**src/rtl/pcs_pkg.sv**
```systemverilog
package pcs_pkg;
    typedef enum logic [1:0] {
        ST_IDLE   = 2'd0,
        ST_FIRST  = 2'd1,
        ST_SECOND = 2'd2
    } seq_state_e;
endpackage

```
**src/rtl/pcs_arbiter.sv**
```systemverilog
module pcs_arbiter #(
    parameter int NUM_PAIRS = 6,
    localparam int IDX_W = (NUM_PAIRS > 1) ? $clog2(NUM_PAIRS) : 1
) (
    input  logic [NUM_PAIRS-1:0] req,
    output logic                 valid,
    output logic [IDX_W-1:0]     idx
);
    always_comb begin
        valid = 1'b0;
        idx   = '0;
        for (int i = NUM_PAIRS - 1; i >= 0; i--) begin
            if (req[i]) begin
                valid = 1'b1;
                idx   = IDX_W'(i);
            end
        end
    end
endmodule

```
**src/rtl/pcs_conv_model.sv**
```systemverilog
module pcs_conv_model #(
    parameter int CONV_CLKS = 12,
    localparam int CNT_W = $clog2(CONV_CLKS + 1)
) (
    input  logic clk,
    input  logic rst_n,
    input  logic start,
    output logic done
);
    typedef struct packed {
        logic             active;
        logic [CNT_W-1:0] cnt;
    } model_t;

    model_t cur_q, cur_d;

    assign done = cur_q.active && (cur_q.cnt == '0);

    always_comb begin
        cur_d = cur_q;
        if (start) begin
            cur_d.active = 1'b1;
            cur_d.cnt    = CNT_W'(CONV_CLKS - 1);
        end else if (done) begin
            cur_d.active = 1'b0;
        end else if (cur_q.active) begin
            cur_d.cnt = cur_q.cnt - 1'b1;
        end
    end

    always_ff @(posedge clk) begin
        if (!rst_n) cur_q <= '0;
        else        cur_q <= cur_d;
    end
endmodule

```
**src/rtl/pcs_engine_fsm.sv**
```systemverilog
module pcs_engine_fsm
    import pcs_pkg::*;
#(
    parameter int NUM_PAIRS = 6,
    localparam int IDX_W = (NUM_PAIRS > 1) ? $clog2(NUM_PAIRS) : 1
) (
    input  logic             clk,
    input  logic             rst_n,
    input  logic             grant_valid,
    input  logic [IDX_W-1:0] grant_idx,
    input  logic             conv_done,
    output logic             conv_start,
    output logic             busy,
    output logic             half,
    output logic [IDX_W-1:0] pair,
    output logic             first_done,
    output logic             pair_done
);
    typedef struct packed {
        seq_state_e       st;
        logic [IDX_W-1:0] pair;
    } fsm_t;

    fsm_t cur_q, cur_d;

    assign busy       = (cur_q.st != ST_IDLE);
    assign half       = (cur_q.st == ST_SECOND);
    assign pair       = cur_q.pair;
    assign first_done = (cur_q.st == ST_FIRST) && conv_done;
    assign pair_done  = (cur_q.st == ST_SECOND) && conv_done;

    always_comb begin
        cur_d      = cur_q;
        conv_start = 1'b0;
        unique case (cur_q.st)
            ST_IDLE: begin
                if (grant_valid) begin
                    cur_d.st   = ST_FIRST;
                    cur_d.pair = grant_idx;
                    conv_start = 1'b1;
                end
            end
            ST_FIRST: begin
                if (conv_done) begin
                    cur_d.st   = ST_SECOND;
                    conv_start = 1'b1;
                end
            end
            ST_SECOND: begin
                if (conv_done) cur_d.st = ST_IDLE;
            end
            default: cur_d.st = ST_IDLE;
        endcase
    end

    always_ff @(posedge clk) begin
        if (!rst_n) cur_q <= '{st: ST_IDLE, pair: '0};
        else        cur_q <= cur_d;
    end
endmodule

```
**src/rtl/pcs_flag_bank.sv**
```systemverilog
module pcs_flag_bank #(
    parameter int NUM_PAIRS = 6
) (
    input  logic                 clk,
    input  logic                 rst_n,
    input  logic [NUM_PAIRS-1:0] trig,
    input  logic [NUM_PAIRS-1:0] pend_clr,
    input  logic [NUM_PAIRS-1:0] rdy_set,
    input  logic [NUM_PAIRS-1:0] rdy_clr,
    output logic [NUM_PAIRS-1:0] pend,
    output logic [NUM_PAIRS-1:0] rdy,
    output logic [NUM_PAIRS-1:0] irq
);
    for (genvar g = 0; g < NUM_PAIRS; g++) begin : g_pair
        typedef struct packed {
            logic pend;
            logic rdy;
            logic irq;
        } flag_t;

        flag_t cur_q, cur_d;

        always_comb begin
            cur_d = cur_q;
            if (pend_clr[g])   cur_d.pend = 1'b0;
            else if (trig[g])  cur_d.pend = 1'b1;
            cur_d.rdy = rdy_set[g] | (cur_q.rdy & ~rdy_clr[g]);
            cur_d.irq = rdy_set[g];
        end

        always_ff @(posedge clk) begin
            if (!rst_n) cur_q <= '0;
            else        cur_q <= cur_d;
        end

        assign pend[g] = cur_q.pend;
        assign rdy[g]  = cur_q.rdy;
        assign irq[g]  = cur_q.irq;
    end
endmodule

```
**src/rtl/pair_conv_seq.sv**
```systemverilog
module pair_conv_seq #(
    parameter int NUM_PAIRS = 6,
    parameter int CONV_CLKS = 12,
    localparam int IDX_W = (NUM_PAIRS > 1) ? $clog2(NUM_PAIRS) : 1
) (
    input  logic                 clk,
    input  logic                 rst_n,
    input  logic                 early_irq_en,
    input  logic [NUM_PAIRS-1:0] trig_i,
    input  logic [NUM_PAIRS-1:0] rdy_clr_i,
    output logic                 conv_busy_o,
    output logic [IDX_W-1:0]     conv_pair_o,
    output logic                 conv_half_o,
    output logic [NUM_PAIRS-1:0] pend_o,
    output logic [NUM_PAIRS-1:0] rdy_o,
    output logic [NUM_PAIRS-1:0] irq_o
);
    logic                 grant_valid;
    logic [IDX_W-1:0]     grant_idx;
    logic                 conv_start, conv_done;
    logic                 first_done, pair_done;
    logic [NUM_PAIRS-1:0] pair_sel, pend_clr, rdy_set;

    pcs_arbiter #(.NUM_PAIRS(NUM_PAIRS)) u_arb (
        .req   (pend_o),
        .valid (grant_valid),
        .idx   (grant_idx)
    );

    pcs_conv_model #(.CONV_CLKS(CONV_CLKS)) u_conv (
        .clk   (clk),
        .rst_n (rst_n),
        .start (conv_start),
        .done  (conv_done)
    );

    pcs_engine_fsm #(.NUM_PAIRS(NUM_PAIRS)) u_fsm (
        .clk         (clk),
        .rst_n       (rst_n),
        .grant_valid (grant_valid),
        .grant_idx   (grant_idx),
        .conv_done   (conv_done),
        .conv_start  (conv_start),
        .busy        (conv_busy_o),
        .half        (conv_half_o),
        .pair        (conv_pair_o),
        .first_done  (first_done),
        .pair_done   (pair_done)
    );

    always_comb begin
        pair_sel = NUM_PAIRS'(1) << conv_pair_o;
        pend_clr = pair_done ? pair_sel : '0;
        rdy_set  = (early_irq_en ? first_done : pair_done) ? pair_sel : '0;
    end

    pcs_flag_bank #(.NUM_PAIRS(NUM_PAIRS)) u_flags (
        .clk      (clk),
        .rst_n    (rst_n),
        .trig     (trig_i),
        .pend_clr (pend_clr),
        .rdy_set  (rdy_set),
        .rdy_clr  (rdy_clr_i),
        .pend     (pend_o),
        .rdy      (rdy_o),
        .irq      (irq_o)
    );
endmodule

```
**config.mk**
```make
export PLATFORM = sky130hd
export DESIGN_NAME = pair_conv_seq
export DESIGN_NICKNAME = d
export VERILOG_FILES = /design/src/rtl/pcs_pkg.sv /design/src/rtl/pcs_arbiter.sv /design/src/rtl/pcs_conv_model.sv /design/src/rtl/pcs_engine_fsm.sv /design/src/rtl/pcs_flag_bank.sv /design/src/rtl/pair_conv_seq.sv
export SDC_FILE = /design/constraint.sdc
export NUM_CORES = 1
export LEC_CHECK = 0
export BUFFER_PORTS_ARGS = -buffer_cell sky130_fd_sc_hd__buf_2
export CORE_MARGIN = 8
export CORE_UTILIZATION = 40
export DETAILED_ROUTE_END_ITERATION = 7
export PLACE_DENSITY = 0.69
export SLEW_MARGIN = 25
export SYNTH_ARGS = -nofsm -noshare
export SYNTH_HDL_FRONTEND = slang
export SYNTH_SLANG_ARGS = --single-unit
```
**constraint.sdc**
```tcl
create_clock -name clk -period 2 [get_ports clk]
set_input_delay 0.4 -clock clk [delete_from_list [all_inputs] [get_ports clk]]
set_output_delay 0.4 -clock clk [all_outputs]
set_load 0.01 [all_outputs]
```
After elaboration in Yosys (flattened, before gate mapping)

Index checks and enable logic that the tools add are counted.

Bits in registers: 28
Bits of input ports: 15
Output and inout bits: 23
Word-level logic and storage cells: 96

$add $sub $neg: 1
Reduce and logical (&&, ||, !) cells: 19
Muxes and demuxes: 26
Equal/unequal tests: 6
Shift-type cells: 1
Bitwise logic cells: 20

Operator list:

| cell                  | count |
|---|---|
| $mux W3               | 6 |
| $reduce_or A2 Y1      | 7 |
| $mux W6               | 2 |
| $mux W1               | 10 |
| $mux W5               | 2 |
| $mux W4               | 2 |
| $not A1 Y1            | 8 |
| $and A1 B1 Y1         | 6 |
| $or A1 B1 Y1          | 6 |
| $pmux W2 S3           | 1 |
| $reduce_and A2 Y1     | 3 |
| $reduce_bool A2 Y1    | 3 |
| $shl A1 B3 Y6 const A | 1 |
| $logic_not A4 Y1      | 1 |
| $mux W2               | 2 |
| $ne A2 B1 Y1 const B  | 2 |
| $ne A2 B2 Y1 const B  | 2 |
| $sub A4 B1 Y4 const B | 1 |
| $logic_and A1 B1 Y1   | 3 |
| $reduce_and A3 Y1     | 1 |
| $eq A2 B1 Y1 const B  | 1 |
| $eq A2 B2 Y1 const B  | 1 |
| $logic_not A2 Y1      | 1 |
| $pmux W1 S2           | 1 |

Depth between registers and ports, before layout

Depth after elaboration: 10
Gate-level depth with buffers: 6
Depth with buffers taken out: 5

By module

A second synthesis with hierarchy kept.

Cell total of the unflattened synthesis: 136
Area total of the unflattened synthesis: 1,315.0 sq um

By module, submodules not included:

| module         | cells an instance | times used | sequential area each (sq um) | area each (sq um) |
|---|---|---|---|---|
| pcs_flag_bank  | 49                | 1          | 360.3                        | 591.8 |
| pcs_engine_fsm | 31                | 1          | 100.1                        | 286.5 |
| pcs_conv_model | 29                | 1          | 100.1                        | 267.8 |
| pair_conv_seq  | 17                | 1          | 0.0                          | 111.4 |
| pcs_arbiter    | 10                | 1          | 0.0                          | 57.6 |

Worst setup path before layout

Ideal clock, no wire load.

Path kind: register to register
From: register u_conv.cur_q[0] (netlist bit)
To: register u_conv.cur_q[1] (netlist bit)
Data arrival time: 1.288 ns
Slack: 0.576 ns
Period minus slack after synthesis: 1.424 ns
Cell stages (with the launch flop): 7
Cell sequence: dfxtp_1 inv_1 ha_1 and4bb_2 buf_4 o221ai_4 o311ai_1

Longest elaborated chain between the ends: 6
Elaborated cells between the ends (all ways): 11
Classes of those cells: 1 x add/sub; 1 x eq/ne; 5 x mux; 4 x reduce/logical

Ends and longest elaborated chain:

| item                                                                       | RTL line             | text |
|---|---|---|
| from (decl)                                                                | pcs_conv_model.sv:15 | `model_t cur_q, cur_d;` |
| from (signal assigned)                                                     | pcs_conv_model.sv:33 | `else cur_q <= cur_d;` |
| $logic_not A4 Y1                                                           | pcs_conv_model.sv:17 | `assign done = cur_q.active && (cur_q.cnt == '0);` |
| $logic_and A1 B1 Y1                                                        | pcs_conv_model.sv:17 |  |
| $mux W1                                                                    | pcs_engine_fsm.sv:44 | `if (conv_done) begin` |
| $pmux W1 S2                                                                | pcs_engine_fsm.sv:35 | `unique case (cur_q.st)` |
| $ne A2 B2 Y1 (no source line) / $reduce_bool A2 Y1 (equally long branches) | --                   |  |
| $reduce_and A2 Y1 (no source line)                                         | --                   |  |

Parallel ways exist; a longest one is shown, timed or not. The select of a mux whose other input is x is not followed.
A chain may end at the register's enable or synchronous reset.

Final worst setup path

From: register u_conv.cur_q[0] (netlist bit)
To: register u_flags.g_pair[1].cur_q, in the netlist u_flags.irq[1]

Longest elaborated chain between the ends: 5
Elaborated cells between the ends (all ways): 6
Classes of those cells: 2 x mux; 4 x reduce/logical

Ends and longest elaborated chain:

| item                                   | RTL line                                   | text |
|---|---|---|
| $logic_not A4 Y1 (*)                   | pcs_conv_model.sv:17                       |  |
| $logic_and A1 B1 Y1 (*)                | pcs_conv_model.sv:17                       |  |
| $logic_and A1 B1 Y1 (on tied branches) | pcs_engine_fsm.sv:30, pcs_engine_fsm.sv:29 |  |
| $mux W1 (*)                            | pair_conv_seq.sv:54                        | `rdy_set = (early_irq_en ? first_done : pair_done) ? pair_sel : '0;` |
| $mux W6 (*)                            | pair_conv_seq.sv:54                        |  |
| to (signal assigned)                   | pcs_flag_bank.sv:33                        | `else cur_q <= cur_d;` |
| to (decl)                              | pcs_flag_bank.sv:21                        | `flag_t cur_q, cur_d;` |

Mark *: on every way between the ends. The rest lies on a longest branch, timed or not.

==> impl_metrics.tcl <==
set metrics [dict create \
    die_width_um 72.0 \
    critPathMaxFanout 12 \
    wirelength_mm 2.87 \
    diodes 0 \
    path_class "flip-flop to flip-flop" \
    rr_startpoint "u_conv.cur_q[0]" \
    fin_crit_sh_pct 79.4 \
    core_area_um2 3030 \
    status "finished, final reports clean" \
    fin_nets 184 \
    worst_skew_pair.late_latency_ps 330 \
    yosys_warnings 0 \
    hp-class "input port to flip-flop" \
    setup_ws_ps 412 \
    grt_usage_pct 11.1 \
    netlist_area_um2 1250 \
    r2r_end "u_flags.irq[1]" \
    overflow 0 \
    synthFlopType "dfxtp_1" \
    fin_skew_ps 8.30 \
    clkTransAtPathRegs_ps 150 \
    rsz0062_at_grt "false" \
    grt_pass1_vias 1041 \
    finalPower_mw 1.33 \
    worstPathRequired_ps 2250 \
    async_reset_ff_share_pct 0 \
    dieHeight_um 72.0 \
    post-cts-setup-buffer-count 0 \
    cap_violations 0 \
    drive_gt1_share_pct 29.5 \
    cts.sink_count 28 \
    r2r_cells 5 \
    synth_cells 132 \
    drtIter0Drc 63 \
    post-place-ws_ps 415 \
    grt_max_degree 17 \
    dp_hpwl_mm 2.31 \
    antenna_found_initial 0 \
    root_buffer "clkbuf_4" \
    cts_made_buffers 3 \
    ant_nets 0 \
    cts_tree "done" \
    initial_core_util_pct 41.4 \
    num_io_pins 38 \
    max_freq_mhz 630 \
    cts_max_level 1 \
    max_slew.worst_pin.slew_ps 426 \
    finalSetupTns_ps 0 \
    finish.utilization_pct 49.8 \
    synth-seq-cells 28 \
    gp_congestion 0.835 \
    synth.net_count 149 \
    p_leak_nw 0.638 \
    maxSlewViolCount 0 \
    maxSlewHeadroom_pct 71.5 \
    cts.path.max_buffers 2 \
    slowest_delay_ps 420 \
    setup_viol 0 \
    hold_viol_final 0 \
    holdWs_ps 320 \
    route.detailed.drc 0 \
    vias 1088 \
    crit_path_top_delay_cell "and4bb_2" \
    yosysUniqueCellTypes 38 \
    rows 20 \
    worstHoldStart "rdy_clr_i[5]" \
    wl_per_cell_um 13.7 \
    end_kind "flip-flop" \
    grt_pass1_wl_mm 4.73 \
    syn2layout_area_growth_pct 20.1 \
    peakVddDrop_mv 0.502 \
    power_density_nw_per_um2 883 \
    path_cells "inv_1, ha_1, and4bb_2, o211ai_2, nor4b_2" \
    yosysSeqAreaShare_pct 44.7 \
    cts_repair_resize_count 0 \
    die_area_um2 5190 \
    syn_avg_cell_area_um2 9.51 \
    dr.pass1.iters 4 \
    min_path_cells 3 \
    io_buffers 37 \
    regToRegSetupSlack_ps 410 \
    hold_buffers 0 \
    start_kind "flip-flop" \
    viasPerCell 5.18 \
    hold_end "u_flags.rdy[5]" \
    finalCriticalPeriod_ps 1590 \
    crit_arrival_ps 1840 \
    synth-edff-count 0 \
]
[through the flow]
stage                     cells  area, um2
final                       210       1510
after global routing        210       1510
after CTS                   210       1510
after detailed placement    206       1460
after global placement      206       1460
after floorplan             132       1250
[cell usage in the layout, fill, tap and decap left out, drive strengths merged, types with 2 or more instances in the layout]
cell type and n:
dfxtp 28, o311ai 2, o21ai 9, nand2b 6, mux2i 3, nand2 5
clkbuf 3, and2 2, and3b 3, nor4b 2, o211ai 8, ha 2
nor2 6, a21oi 14, buf 38, nor2b 9, nor4 2, inv 5
nor3b 5
[kinds of logic after synthesis]
group                      after synthesis  synth area share (%)
AOI/OAI and AO/OA                       36                  19.4
DFF                                     28                  44.7
xor gates and xnor gates                 1                 0.698
muxes                                    3                  2.39
buffers and inverters                   14                  5.58
and+or+nand+nor                         48                  25.2
adders and majority gates                2                  1.99
[cells in the mapped netlist, drive strengths merged, types with 2 or more instances]
cell	instances	area (um2)
a21oi	14	70.1
and2	2	12.5
and3b	3	26.3
buf	6	40.0
clkbuf	2	7.51
dfxtp	28	561
ha	2	25.0
inv	5	18.8
mux2i	3	30.0
nand2	5	18.8
nand2b	6	37.5
nor2	6	22.5
nor2b	9	56.3
nor3b	5	42.5
nor4	2	12.5
nor4b	2	23.8
o211ai	8	65.1
o21ai	9	45.0
o311ai	2	17.5
[metal layers]
metal / GRT usage, % / share of wire (%) / up-vias
li1: - / - / 547
met1: 11.7 / 43 / 511
met2: 20.5 / 50 / 26
met3: 3.31 / 6.2 / 4
met4: 3.40 / 0.84 / 0
met5: 0 / 0 / -
[worst max-delay path by stage]
stage,start,end,slack (ps),cells after the start
finish,u_conv.cur_q[0],u_flags.irq[1],410,5
global route,u_conv.cur_q[0],u_flags.irq[1],270,5
CTS,u_conv.cur_q[0],u_flags.irq[1],390,5
detailed placement,u_conv.cur_q[0],u_flags.irq[1],420,5
global placement,u_conv.cur_q[0],u_flags.irq[1],520,5
floorplan,u_conv.cur_q[0],u_conv.cur_q[1],580,6
[state kept, by name, indices dropped and copies added, names as in the netlist]
register,flops
u_fsm.cur_q,2
u_flags.rdy,6
u_flags.irq,6
u_flags.pend,6
u_conv.cur_q,5
u_fsm.pair,3
[critical path: cells and delay by family (launching register included)]
family	cells	cell delay [ps]
simple gates	2	670
buf+inv	1	100
compound gates	1	210
flops	1	350
fa+ha+maj	1	190
[power breakdown]
group | internal [mW] | switching [mW]
Combinational | 0.133 | 0.158
Clock | 0.203 | 0.165
Sequential | 0.610 | 0.0615
Total | 0.946 | 0.384
[layout make-up]
| cell class | count | area (um2) |
|---|---|---|
| Fill cell | 293 | 1520 |
| Multi-Input combinational cell | 90 | 624 |
| Sequential cell | 28 | 561 |
| Timing Repair Buffer | 38 | 193 |
| Tap cell | 44 | 55.1 |
| Clock inverter | 1 | 30.0 |
| Clock buffer | 3 | 22.5 |
| Inverter | 6 | 22.5 |
(Power assumes the default switching activity.)
